## config.mk

```make
export PLATFORM = sky130hd
export DESIGN_NAME = bus_slave_if
export DESIGN_NICKNAME = d
export VERILOG_FILES = /design/src/rtl/bsi_pkg.sv /design/src/rtl/bsi_sync.sv /design/src/rtl/bsi_decode.sv /design/src/rtl/bsi_ready.sv /design/src/rtl/bus_slave_if.sv
export SDC_FILE = /design/constraint.sdc
export NUM_CORES = 1
export LEC_CHECK = 0
export ABC_CLOCK_PERIOD_IN_PS = 1660
export BUFFER_PORTS_ARGS = -buffer_cell sky130_fd_sc_hd__buf_2
export CORE_AREA = 2 2 108 79
export DETAILED_ROUTE_END_ITERATION = 8
export DIE_AREA = 0 0 110 81
export PLACE_DENSITY = 0.77
export SETUP_SLACK_MARGIN = 0.3
export SYNTH_ARGS = -nofsm -noshare
export SYNTH_HDL_FRONTEND = slang
export SYNTH_SLANG_ARGS = --single-unit
```

## constraint.sdc

```tcl
create_clock -name clk -period 1.66 [get_ports clk]
set_input_delay 0.249 -clock clk [delete_from_list [all_inputs] [get_ports clk]]
set_output_delay 0.249 -clock clk [all_outputs]
set_load 0.01 [all_outputs]
```

## src/rtl/bsi_pkg.sv

```systemverilog
package bsi_pkg;

    typedef enum logic {
        EXT_SYNC  = 1'b0,
        EXT_ASYNC = 1'b1
    } ext_mode_e;

    // internal active-high view of the bus strobes
    typedef struct packed {
        logic ale;
        logic cmd;
        logic s0;
        logic s1;
    } strb_t;

    // owned-cycle record
    typedef struct packed {
        logic valid;
        logic write;
        logic read;
    } own_rec_t;

    function automatic logic in_window(input logic [31:0] a,
                                       input logic [31:0] base,
                                       input logic [31:0] span);
        logic [32:0] lo;
        logic [32:0] hi;
        lo = {1'b0, base};
        hi = {1'b0, base} + {1'b0, span};
        return ({1'b0, a} >= lo) && ({1'b0, a} < hi);
    endfunction

endpackage

```

## src/rtl/bsi_sync.sv

```systemverilog
module bsi_sync #(
    parameter int W      = 4,
    parameter int STAGES = 2
) (
    input  logic         clk,
    input  logic         rst,
    input  logic [W-1:0] d,
    output logic [W-1:0] q
);
    logic [STAGES-1:0][W-1:0] st;

    always_ff @(posedge clk) begin
        if (rst) st <= '0;
        else     st <= {st[STAGES-2:0], d};
    end

    assign q = st[STAGES-1];
endmodule

```

## src/rtl/bsi_decode.sv

```systemverilog
module bsi_decode #(
    parameter int          ADDR_W    = 24,
    parameter logic [31:0] WIN_BASE  = 32'h0000_C000,
    parameter logic [31:0] WIN_SPAN  = 32'h0000_1000,
    parameter logic        WIN_MEM   = 1'b1,
    parameter logic        WIN_Q24   = 1'b0,
    parameter int          PORT_BITS = 32
) (
    input  logic [ADDR_W-1:0] addr,
    input  logic              mem,
    input  logic              q24,
    input  logic              setup_n,
    output logic              hit,
    output logic              sel,
    output logic              sfdbk_n,
    output logic              ds16_n,
    output logic              ds32_n
);
    import bsi_pkg::*;

    logic sz16, sz32;

    assign hit = in_window(32'(addr), WIN_BASE, WIN_SPAN)
                 && (mem == WIN_MEM) && (q24 == WIN_Q24);
    assign sel = hit || !setup_n;
    assign sfdbk_n = !(hit && setup_n);

    if (PORT_BITS >= 16) begin : g_has16
        assign sz16 = hit;
    end else begin : g_no16
        assign sz16 = 1'b0;
    end

    if (PORT_BITS >= 32) begin : g_has32
        assign sz32 = hit;
    end else begin : g_no32
        assign sz32 = 1'b0;
    end

    assign ds16_n = !sz16;
    assign ds32_n = !sz32;
endmodule

```

## src/rtl/bsi_ready.sv

```systemverilog
module bsi_ready
    import bsi_pkg::*;
#(
    parameter ext_mode_e EXT_MODE   = EXT_SYNC,
    parameter int        WAIT_TICKS = 4,
    parameter int        MAX_HOLD   = 16
) (
    input  logic clk,
    input  logic rst,
    input  logic set_hold,
    input  logic end_cycle,
    input  logic cmd_rise,
    input  logic acc_done,
    output logic hold
);
    localparam int MW = $clog2(MAX_HOLD + 1);
    localparam int WW = $clog2(WAIT_TICKS + 1);
    localparam logic [MW-1:0] MLIM = MW'(MAX_HOLD - 1);
    localparam logic [WW-1:0] WLIM = WW'(WAIT_TICKS);

    logic [MW-1:0] mcnt;
    logic [WW-1:0] wcnt;
    logic          wrun;
    logic          tmr_done;
    logic          rel;

    assign tmr_done = wrun && (wcnt == WLIM);
    assign rel = (EXT_MODE == EXT_SYNC) ? tmr_done : acc_done;

    // timer started by the command leading edge
    always_ff @(posedge clk) begin
        if (rst || end_cycle || set_hold) begin
            wrun <= 1'b0;
            wcnt <= '0;
        end else if (cmd_rise && hold) begin
            wrun <= 1'b1;
            wcnt <= WW'(1);
        end else if (wrun && !tmr_done) begin
            wcnt <= wcnt + 1'b1;
        end
    end

    // registered hold with ceiling
    always_ff @(posedge clk) begin
        if (rst || end_cycle) begin
            hold <= 1'b0;
            mcnt <= '0;
        end else if (set_hold) begin
            hold <= 1'b1;
            mcnt <= '0;
        end else if (hold) begin
            mcnt <= mcnt + 1'b1;
            if (rel || (mcnt == MLIM)) hold <= 1'b0;
        end
    end
endmodule

```

## src/rtl/bus_slave_if.sv

```systemverilog
module bus_slave_if
    import bsi_pkg::*;
#(
    parameter int          ADDR_W      = 24,
    parameter int          DATA_W      = 32,
    parameter logic [31:0] WIN_BASE    = 32'h0000_C000,
    parameter logic [31:0] WIN_SPAN    = 32'h0000_1000,
    parameter logic        WIN_MEM     = 1'b1,
    parameter logic        WIN_Q24     = 1'b0,
    parameter int          PORT_BITS   = 32,
    parameter int          SYNC_STAGES = 2,
    parameter ext_mode_e   EXT_MODE    = EXT_SYNC,
    parameter int          WAIT_TICKS  = 4,
    parameter int          MAX_HOLD    = 16
) (
    input  logic              clk,
    input  logic              rst,
    input  logic [ADDR_W-1:0] bus_addr,
    input  logic              bus_mem,
    input  logic              bus_q24,
    input  logic              bus_s0_n,
    input  logic              bus_s1_n,
    input  logic              bus_ale_n,
    input  logic              bus_cmd_n,
    input  logic              bus_setup_n,
    input  logic [DATA_W-1:0] bus_wdata,
    output logic              sfdbk_n,
    output logic              ds16_n,
    output logic              ds32_n,
    output logic              chrdy,
    input  logic              acc_done,
    input  logic [DATA_W-1:0] rd_data,
    output logic              drv_en,
    output logic [DATA_W-1:0] drv_data,
    output logic              wr_valid,
    output logic [DATA_W-1:0] wr_data
);
    strb_t       strb_raw, strb_s;
    logic [3:0]  sync_q;
    logic        ale_d, cmd_d;
    logic        ale_rise, cmd_rise, cmd_fall;
    logic        stat_raw, stat_s, cmd_s;
    logic        hit, sel;
    own_rec_t    own_q;
    logic        lat_valid;
    logic        set_hold, end_cycle, hold, early_hold;
    logic [DATA_W-1:0] data_hold;

    // unlatched decode and replies
    bsi_decode #(
        .ADDR_W(ADDR_W), .WIN_BASE(WIN_BASE), .WIN_SPAN(WIN_SPAN),
        .WIN_MEM(WIN_MEM), .WIN_Q24(WIN_Q24), .PORT_BITS(PORT_BITS)
    ) u_dec (
        .addr(bus_addr), .mem(bus_mem), .q24(bus_q24), .setup_n(bus_setup_n),
        .hit(hit), .sel(sel), .sfdbk_n(sfdbk_n), .ds16_n(ds16_n), .ds32_n(ds32_n)
    );

    // strobe synchroniser
    assign strb_raw = '{ale: !bus_ale_n, cmd: !bus_cmd_n, s0: !bus_s0_n, s1: !bus_s1_n};

    bsi_sync #(.W(4), .STAGES(SYNC_STAGES)) u_sync (
        .clk(clk), .rst(rst), .d(strb_raw), .q(sync_q)
    );
    assign strb_s = strb_t'(sync_q);

    always_ff @(posedge clk) begin
        if (rst) begin
            ale_d <= 1'b0;
            cmd_d <= 1'b0;
        end else begin
            ale_d <= strb_s.ale;
            cmd_d <= strb_s.cmd;
        end
    end

    assign ale_rise = strb_s.ale && !ale_d;
    assign cmd_rise = strb_s.cmd && !cmd_d;
    assign cmd_fall = !strb_s.cmd && cmd_d;
    assign stat_raw = strb_raw.s0 || strb_raw.s1;
    assign stat_s   = strb_s.s0 || strb_s.s1;
    assign cmd_s    = strb_s.cmd;

    // owned-cycle capture: address latch strobe first, command as fallback
    assign end_cycle = own_q.valid && !stat_s && !cmd_s;

    always_ff @(posedge clk) begin
        if (rst || end_cycle) begin
            own_q <= '0;
        end else if (!own_q.valid && (ale_rise || cmd_rise) && sel) begin
            own_q.valid <= 1'b1;
            own_q.write <= strb_s.s0 && !strb_s.s1;
            own_q.read  <= strb_s.s1 && !strb_s.s0;
        end
    end
    assign lat_valid = own_q.valid;

    // ready: unlatched term before ownership, registered hold after the strobe
    assign set_hold   = !own_q.valid && ale_rise && sel && stat_s;
    assign early_hold = sel && stat_raw && !own_q.valid;

    bsi_ready #(
        .EXT_MODE(EXT_MODE), .WAIT_TICKS(WAIT_TICKS), .MAX_HOLD(MAX_HOLD)
    ) u_rdy (
        .clk(clk), .rst(rst), .set_hold(set_hold), .end_cycle(end_cycle),
        .cmd_rise(cmd_rise), .acc_done(acc_done), .hold(hold)
    );

    assign chrdy = !(early_hold || hold);

    // write capture at the command trailing edge
    always_ff @(posedge clk) begin
        if (rst) begin
            data_hold <= '0;
            wr_valid  <= 1'b0;
            wr_data   <= '0;
        end else begin
            if (cmd_s) data_hold <= bus_wdata;
            wr_valid <= cmd_fall && own_q.valid && own_q.write;
            if (cmd_fall && own_q.valid && own_q.write) wr_data <= data_hold;
        end
    end

    // read drivers
    assign drv_en   = own_q.valid && own_q.read && (stat_s || cmd_s);
    assign drv_data = drv_en ? rd_data : '0;
endmodule

```

==> metrics.md, run 1 <==
| Metric | Value |
|---|---|
| Outcome | `finished, violations left` |
| Failing checks | `setup timing` |
| Met3 wire len | `542 um` |
| Async SR Flop Fraction | `0` |
| Min-delay src | `bus_ale_n` |
| Final ANT Viol Nets | `0` |
| Pin count of the biggest net entering global routing | `76` |
| Power Total | `4.21 mW` |
| Worst Setup Slack, final | `-56.8 ps` |
| CP startpoint | `u_sync.q[1]` |
| CORE AREA | `8020 um^2` |
| Drt first-iter violations | `82` |
| Placed cells | `621` |
| RSZ-0062 raised after global routing | `yes` |
| Placed inst area | `4340 um^2` |
| Clk Latency, worst-skew pair | `350 ps` |
| Worst hold path type | `primary input to flip-flop` |
| GP Congestion | `0.699` |
| Vias/cell | `5.07` |
| Worst-Margin Slew | `947 ps` |
| Count leader, synth | `dfxtp_1` |
| Post-route design area | `5930 um^2` |
| WL final | `11100 um` |
| CP Data Required Time | `1410 ps` |
| Die Ht | `81 um` |
| Top cell type's share of synthesized area | `0.509` |
| Sequential share of the synthesized area | `0.509` |
| Port bufs | `154` |
| Library cells used by synthesis | `36` |
| Fin crit period | `1720 ps` |
| Pwr Density | `710 nW/um^2` |
| Worst Setup End Kind | `primary output` |
| Post-synth top area cell | `dfxtp_1` |
| Final Hold Viols | `0` |
| Ant diodes | `0` |
| Max Slew Vio Count | `0` |
| Row cnt | `28` |
| GR Util All Layers | `0.216` |
| Crit path launch type | `flip-flop` |
| Clk slew on worst S/H paths | `80 ps` |
| # nets final | `655` |
| Vias | `3360` |
| Synth Flop Type | `dfxtp_1` |
| Worst EP arrival | `1470 ps` |
| Top Metal Used | `met4` |
| Clock Skew | `11.5 ps` |
| Antenna violations before repair | `0` |
| I/O pin count | `168` |
| Grt total ovfl | `0` |
| Number of flops mapped to enable cells by yosys | `0` |
| Total CTS buffers | `9` |
| FF+latch count, synth | `88` |
| Area of the die | `8910 um^2` |
| Vias in the first global route | `3208` |
| Max Cap Violations | `0` |
| DRT Pass-1 Iters | `4` |
| Synth-to-Final Area Change | `71.4%` |
| Final TNS setup | `-604 ps` |
| Synthesized net count | `482` |
| Maximum buffer depth of the clock tree | `2` |
| Launch point of the worst reg-to-reg path | `u_sync.q[2]` |
| Final setup viols | `30` |
| CTS HTree Levels | `3` |
| Syn. warnings | `0` |
| Post-DP HPWL | `5600 um` |
| Clock sink count | `88` |
| Worst slew margin | `0.369` |
| Clock Root Buffer | `clkbuf_8` |
| Top cells by count, synth | `dfxtp_1, nand2_1, nor2_1` |
| Mean Syn Cell Area | `9.10 um^2` |
| Pleak | `2.86 nW` |
| First-pass GRT wire length | `14800 um` |
| Routed wire per std cell | `16.7 um` |
| CTS tree | `built` |
| Drc violations | `0` |
| Highest ir drop seen on vdd | `502 uV` |
| Post-Syn Instances | `380` |
| Fmax | `0.582 GHz` |
| Starting Density | `0.431` |
| Ranking of synthesized cells by area | `dfxtp_1, mux2i_1, nand2_1, and2_1, nor2_1` |
| Met2 WL post-DR | `5770 um` |
| Die width | `110 um` |
| Setup CP Type | `flip-flop to primary output` |
| Share of cells above drive strength 1 | `0.633` |
| Met1 wire length | `4620 um` |
| Util after Layout | `0.739` |
| Fin cells | `663` |
| Mapped cell area | `3460 um^2` |
| CP max FO | `8` |
| Final period util | `1.03` |
[sequential cells by signal (all words and copies together), names as in the netlist, 2 cells and up]
register / cells
u_sync.q: 4
u_rdy.mcnt: 5
data_hold: 32
u_sync.st: 4
wr_data: 32
own_q: 2
u_rdy.wcnt: 3
[cell families (layout without fill, tap and decap cells)]
kind of cell | Yosys count | after routing | synth area share
xor+xnor | 5 | 5 | 0.0127
mux | 35 | 35 | 0.101
buf+inv | 30 | 204 | 0.0369
simple gates | 174 | 174 | 0.239
flops | 88 | 88 | 0.509
compound gates | 44 | 48 | 0.0861
fa+ha+maj | 4 | 4 | 0.0145
[critical path: stages, from the launching register on]
cell and delay [ps]:
dfxtp_4 380, o311a_4 430, and2_1 160, buf_2 140
[power by group]
| group | switching [mW] | internal (mW) |
|---|---|---|
| registers | 0.0413 | 2.15 |
| logic | 0.170 | 0.173 |
| clock network | 0.745 | 0.934 |
| total | 0.956 | 3.26 |
[layout make-up]
| type | instances | area [um^2] |
|---|---|---|
| inverters | 5 | 18.8 |
| multi-input cells | 266 | 2390 |
| well taps | 105 | 131 |
| clock inverters | 4 | 76.3 |
| fillers | 564 | 2090 |
| clock buffers | 12 | 155 |
| flip-flops and latches | 88 | 1780 |
| repair buffers | 183 | 1380 |
[worst paths after layout]
path                            cells after the start  slack [ps]            to
worst max-delay path                                3         -60  drv_data[11]
worst min-delay path                                2          50  u_sync.st[3]
worst max register to register                      7         180    wr_data[6]
worst min register to register                      1         440   u_sync.q[0]
[what timing repair did]
action / 4_1_cts / 5_1_grt
cloned: 4 / 7
resized for setup: 120 / 143
buffers inserted: 5 / 10
endpoints found under the hold margin: 0 / 0
hold buffers: 0 / 0
pin swaps: 81 / 77
endpoints found under the setup margin: 40 / 113
[per-layer routing]
layer	vias up	GRT usage
met1	1639	0.251
met5	-	0
met2	96	0.378
met4	0	0.0759
met3	17	0.0626
li1	1608	-
[cells in the final DEF (no fill, tap or decap), types with 5 or more instances in the layout]
cell type	n
buf_6	39
clkbuf_8	11
inv_1	5
and2_4	27
dfxtp_1	81
a21oi_2	32
mux2i_1	35
and2_1	5
o311a_4	5
nor2_1	47
buf_2	121
nand2_1	9
nand2_4	55
buf_12	5
buf_4	12
nor2b_1	6
dfxtp_2	5
[metrics by stage]
step                worst slack [ps]  hold WS, ps
floorplan                        296          321
global placement                25.0          408
detailed placement             -5.81          411
CTS                            -26.9         31.1
global route                   -92.5         30.0
finish                         -56.8         45.6
(Power assumes the default switching activity.)
==> run 2, diff against run 1 <==
ABC_CLOCK_PERIOD_IN_PS = 1900   (was 1660)
SKIP_CTS_REPAIR_TIMING = 1   (was not set)
clock period = 1.9 ns   (was 1.66 ns; I/O delays follow)
==> metrics.md, run 2 (same netlist as run 1, synthesis figures left out) <==
| Metric | Value |
|---|---|
| Top Metal Used | `met4` |
| Met3 wire len | `319 um (-41%)` |
| Min-delay src | `bus_ale_n` |
| First-pass GRT wire length | `12400 um (-16%)` |
| Routed wire per std cell | `12.9 um (-23%)` |
| CP max FO | `17 (+9)` |
| NetSw | `0.745 mW (-22%)` |
| Crit path launch type | `flip-flop` |
| CTS tree | `built` |
| Synth-to-Final Area Change | `34.4%` |
| RSZ-0062 raised after global routing | `yes` |
| Highest ir drop seen on vdd | `541 uV (+7.9%)` |
| Ant diodes | `0 (unchanged)` |
| Fin cells | `641 (-3.3%)` |
| Clock Root Buffer | `clkbuf_8` |
| Util after Layout | `0.580 (-0.159)` |
| Max Slew Vio Count | `0 (unchanged)` |
| Final ANT Viol Nets | `0 (unchanged)` |
| Max Cap Violations | `0 (unchanged)` |
| Pin count of the biggest net entering global routing | `76 (unchanged)` |
| Outcome | `finished, final reports clean` |
| GR Util All Layers | `0.179 (-0.0367)` |
| Commonest non-fill, non-tap cell in the layout | `buf_2` |
| Share of cells above drive strength 1 | `0.360 (-0.273)` |
| Launch point of the worst reg-to-reg path | `lat_valid` |
| Vias | `2997 (-11%)` |
| Sequential power share | `0.533 (+0.013)` |
| Antenna violations before repair | `0 (unchanged)` |
| Drt first-iter violations | `105 (+28%)` |
| Port bufs | `154 (unchanged)` |
| P_int | `2.82 mW (-13%)` |
| Drc violations | `0 (unchanged)` |
| Combinational power share | `0.066 (-0.016)` |
| Final Hold Viols | `0 (unchanged)` |
| Placed cells | `621 (unchanged)` |
| Fmax | `0.546 GHz` |
| Pwr Density | `766 nW/um^2 (+7.8%)` |
| CORE AREA | `8020 um^2 (unchanged)` |
| Met1 wire length | `3860 um (-16%)` |
| Clock sink count | `88 (unchanged)` |
| Setup CP Type | `flip-flop to primary output` |
| CTS HTree Levels | `3 (unchanged)` |
| Row cnt | `28 (unchanged)` |
| Grt total ovfl | `0 (unchanged)` |
| Fin crit period | `1830 ps` |
| Starting Density | `0.431 (unchanged)` |
| Die width | `110 um (unchanged)` |
| Vias in the first global route | `2695 (-16%)` |
| Total CTS buffers | `9 (unchanged)` |
| Clock share of power | `0.401 (+0.002)` |
| Final period util | `0.964` |
| Worst slew margin | `0.513 (+0.144)` |
| DRT Pass-1 Iters | `4 (unchanged)` |
| CP Data Required Time | `1620 ps (+210 ps)` |
| Final setup viols | `0 (-100%)` |
| Worst EP arrival | `1550 ps (+80 ps)` |
| Vias/cell | `4.68 (-7.7%)` |
| CP startpoint | `u_sync.q[1]` |
| Sw Share | `0.209 (-0.0178)` |
| Maximum buffer depth of the clock tree | `2 (unchanged)` |
| Worst Setup End Kind | `primary output` |
| Met2 WL post-DR | `4030 um (-30%)` |
| Die Ht | `81 um (unchanged)` |
| # nets final | `633 (-3.4%)` |
| GP Congestion | `0.773 (+11%)` |
| Area of the die | `8910 um^2 (unchanged)` |
| Pleak | `2.08 nW (-27%)` |
| Clk slew on worst S/H paths | `80 ps (about the same)` |
| Commonest cells after routing, fill and taps aside | `buf_2, dfxtp_1, nand2_1, nor2_1, mux2i_1` |
| Regs by FF count | `data_hold: 32 flops, wr_data: 32 flops, u_rdy.mcnt: 5 flops` |
| I/O pin count | `168 (unchanged)` |
| Worst-Margin Slew | `731 ps (-216 ps)` |
| Worst hold path type | `primary input to flip-flop` |
| Clock Skew | `8.62 ps (-2.85 ps)` |
| Clk Latency, worst-skew pair | `340 ps (about the same)` |
| WL final | `8270 um (-25%)` |
| Post-DP HPWL | `5900 um (+5.4%)` |
## run 2: cell type report
| type | instances | area, um^2 |
|---|---|---|
| multi-input cells | 262 | 1590 |
| well taps | 105 | 131 |
| repair buffers | 165 | 915 |
| flip-flops and latches | 88 | 1770 |
| inverters | 5 | 18.8 |
| fillers | 736 | 3370 |
| clock inverters | 4 | 76.3 |
| clock buffers | 12 | 155 |
## run 2: worst paths after layout
kind	endpoint	depth (start not counted)	slack, ps
hold reg to reg	u_sync.q[1]	1	440
hold / removal	u_sync.st[3]	2	90
setup / recovery	drv_data[15]	4	70
setup reg to reg	wr_data[18]	5	450
## run 2: per-layer routing
layer / track usage / up-vias
met4: 0.0456 / 0
met2: 0.293 / 65
met5: 0 / -
li1: - / 1536
met1: 0.231 / 1392
met3: 0.0522 / 4
## run 2: critical path, stage by stage (launching register included)
cell	delay (ps)
dfxtp_2	340
o311a_4	400
buf_12	150
and2_1	180
buf_2	140
## run 2: power by group through the flow
stage	combinational, mW	clock, mW	sequential, mW
after CTS	0.225	1.47	1.90
after detailed placement	0.225	0	1.94
after global routing	0.259	1.54	1.90
final	0.234	1.43	1.90
after floorplan	0.116	0	1.93
after global placement	0.219	0	1.94
## run 2: stage by stage
| step | total power, mW | area (um^2) | hold WS, ps | TNS [ps] | setup WS (ps) |
|---|---|---|---|---|---|
| final | 3.56 | 4650 | 92.6 | 0 | 67.7 |
| after global routing | 3.71 | 4650 | 88.3 | 0 | 14.6 |
| after CTS | 3.59 | 4550 | 68.2 | -58.4 | -41.3 |
| after detailed placement | 2.17 | 4320 | 428 | 0 | 186 |
| after global placement | 2.16 | 4320 | 421 | 0 | 215 |
| after floorplan | 2.05 | 3460 | 357 | 0 | 378 |
==> run 3, diff against run 2 <==
MAX_ROUTING_LAYER = met4   (was not set)
==> metrics.md, run 3 (same netlist as run 1, synthesis figures left out) <==
| Metric | Value |
|---|---|
| Die Ht | `81 um (unchanged)` |
| Clk slew on worst S/H paths | `80 ps (about the same)` |
| Port bufs | `154 (unchanged)` |
| CP Data Required Time | `1620 ps (about the same)` |
| Max Cap Violations | `0 (unchanged)` |
| Pin count of the biggest net entering global routing | `76 (unchanged)` |
| First-pass GRT wire length | `12400 um (-0.23%)` |
| CORE AREA | `8020 um^2 (unchanged)` |
| Top Metal Used | `met4` |
| Highest ir drop seen on vdd | `541 uV (about the same)` |
| Ant diodes | `0 (unchanged)` |
| CTS tree | `built` |
| Placed cells | `621 (unchanged)` |
| Critical-path top delay cell | `o311a_4` |
| Worst-Margin Slew | `734 ps (+2.56 ps)` |
| Post-DP HPWL | `5900 um (unchanged)` |
| Die width | `110 um (unchanged)` |
| Worst Setup End Kind | `primary output` |
| Worst hold path type | `primary input to flip-flop` |
| Worst EP arrival | `1550 ps (about the same)` |
| Clock Root Buffer | `clkbuf_8` |
| Pwr Density | `767 nW/um^2 (+0.10%)` |
| Met1 wire length | `3870 um (+0.16%)` |
| RSZ-0062 raised after global routing | `yes` |
| Final setup viols | `0 (unchanged)` |
| Antenna violations before repair | `0 (unchanged)` |
| # nets final | `633 (unchanged)` |
| Vias | `2992 (-0.17%)` |
| Grt total ovfl | `0 (unchanged)` |
| I/O pin count | `168 (unchanged)` |
| Commonest cells after routing, fill and taps aside | `buf_2, dfxtp_1, nand2_1, nor2_1, mux2i_1` |
| Synth-to-Final Area Change | `34.4% (unchanged)` |
| Crit path launch type | `flip-flop` |
| CP max FO | `17 (unchanged)` |
| Outcome | `finished, final reports clean` |
| Final ANT Viol Nets | `0 (unchanged)` |
| Met3 wire len | `314 um (-1.6%)` |
| Worst slew margin | `0.511 (-0.00170)` |
| Setup CP Type | `flip-flop to primary output` |
| Total CTS buffers | `9 (unchanged)` |
| GR Util All Layers | `0.183 (+0.00458)` |
| Fillers | `736 (unchanged)` |
| Final TNS setup | `0 ps (unchanged)` |
| Final period util | `0.966 (+0.00180)` |
| Commonest non-fill, non-tap cell in the layout | `buf_2` |
| Clock Skew | `8.37 ps (-0.253 ps)` |
| Final Hold Viols | `0 (unchanged)` |
| Routed wire per std cell | `12.9 um (+0.24%)` |
| Share of cells above drive strength 1 | `0.360 (unchanged)` |
| Vias/cell | `4.67 (-0.17%)` |
| Maximum buffer depth of the clock tree | `2 (unchanged)` |
| WL final | `8290 um (+0.24%)` |
| Power Total | `3.57 mW (+0.10%)` |
| CTS HTree Levels | `3 (unchanged)` |
| Pleak | `2.08 nW (unchanged)` |
| Starting Density | `0.431 (unchanged)` |
| Fmax | `0.545 GHz (-0.19%)` |
| Clk Latency, worst-skew pair | `340 ps (about the same)` |
| Drt first-iter violations | `106 (+0.95%)` |
| Row cnt | `28 (unchanged)` |
| Drc violations | `0 (unchanged)` |
| Regs by FF count | `data_hold: 32 flops, wr_data: 32 flops, u_rdy.mcnt: 5 flops` |
| Met2 WL post-DR | `4030 um (about the same)` |
| Area of the die | `8910 um^2 (unchanged)` |
| Slowest Stage Delay on Critical Path | `400 ps (about the same)` |
| GP Congestion | `0.784 (+1.4%)` |
| Clock sink count | `88 (unchanged)` |
| Crit-path cells | `o311a_4 > buf_12 > and2_1 > buf_2` |
| Fin crit period | `1840 ps (+3.42 ps)` |
| DRT Pass-1 Iters | `6 (+2)` |
| Vias in the first global route | `2701 (+0.22%)` |
| Fin cells | `641 (unchanged)` |
| Max Slew Vio Count | `0 (unchanged)` |
run 3: area by class of cell:
type | count | area (um^2) | share of cell area
Clock buffer | 12 | 155 | 0.0334
Inverter | 5 | 18.8 | 0.00404
Tap cell | 105 | 131 | 0.0282
Multi-Input combinational cell | 262 | 1590 | 0.342
Clock inverter | 4 | 76.3 | 0.0164
Sequential cell | 88 | 1770 | 0.380
Timing Repair Buffer | 165 | 915 | 0.197
run 3: path summary, 6_finish.rpt:
path | from | end | slack [ps] | depth (start not counted)
hold reg to reg | u_sync.st[1] | u_sync.q[1] | 440 | 1
hold / removal | bus_ale_n | u_sync.st[3] | 90 | 2
setup / recovery | u_sync.q[1] | drv_data[15] | 60 | 4
setup reg to reg | lat_valid | wr_data[18] | 450 | 5
run 3: per-layer routing:
layer,track usage,vias up
met4,0.0532,0
met1,0.231,1388
met3,0.0441,7
li1,-,1536
met2,0.294,61
met5,-,-
run 3: worst max-delay path: cells and delay by family, from the launching register on:
kind                   cells  cell delay [ps]
buffers and inverters      2              290
AO/OA/AOI/OAI              1              400
flip-flops                 1              340
AND/OR/NAND/NOR            1              180
run 3: stage by stage:
step | hold WS (ps) | cell area (um^2) | util | worst slack (ps)
final | 88.4 | 4650 | 0.580 | 64.3
after global routing | 92.5 | 4650 | 0.580 | 18.8
after CTS | 68.2 | 4550 | 0.567 | -41.3
after detailed placement | 428 | 4320 | 0.538 | 186
after global placement | 421 | 4320 | 0.538 | 215
after floorplan | 357 | 3460 | - | 378
run 3: power breakdown:
part | internal (mW) | leakage, nW | switching [mW] | total [mW]
clock network | 0.815 | 0.113 | 0.617 | 1.43
logic | 0.123 | 1.25 | 0.111 | 0.234
registers | 1.88 | 0.714 | 0.0209 | 1.90
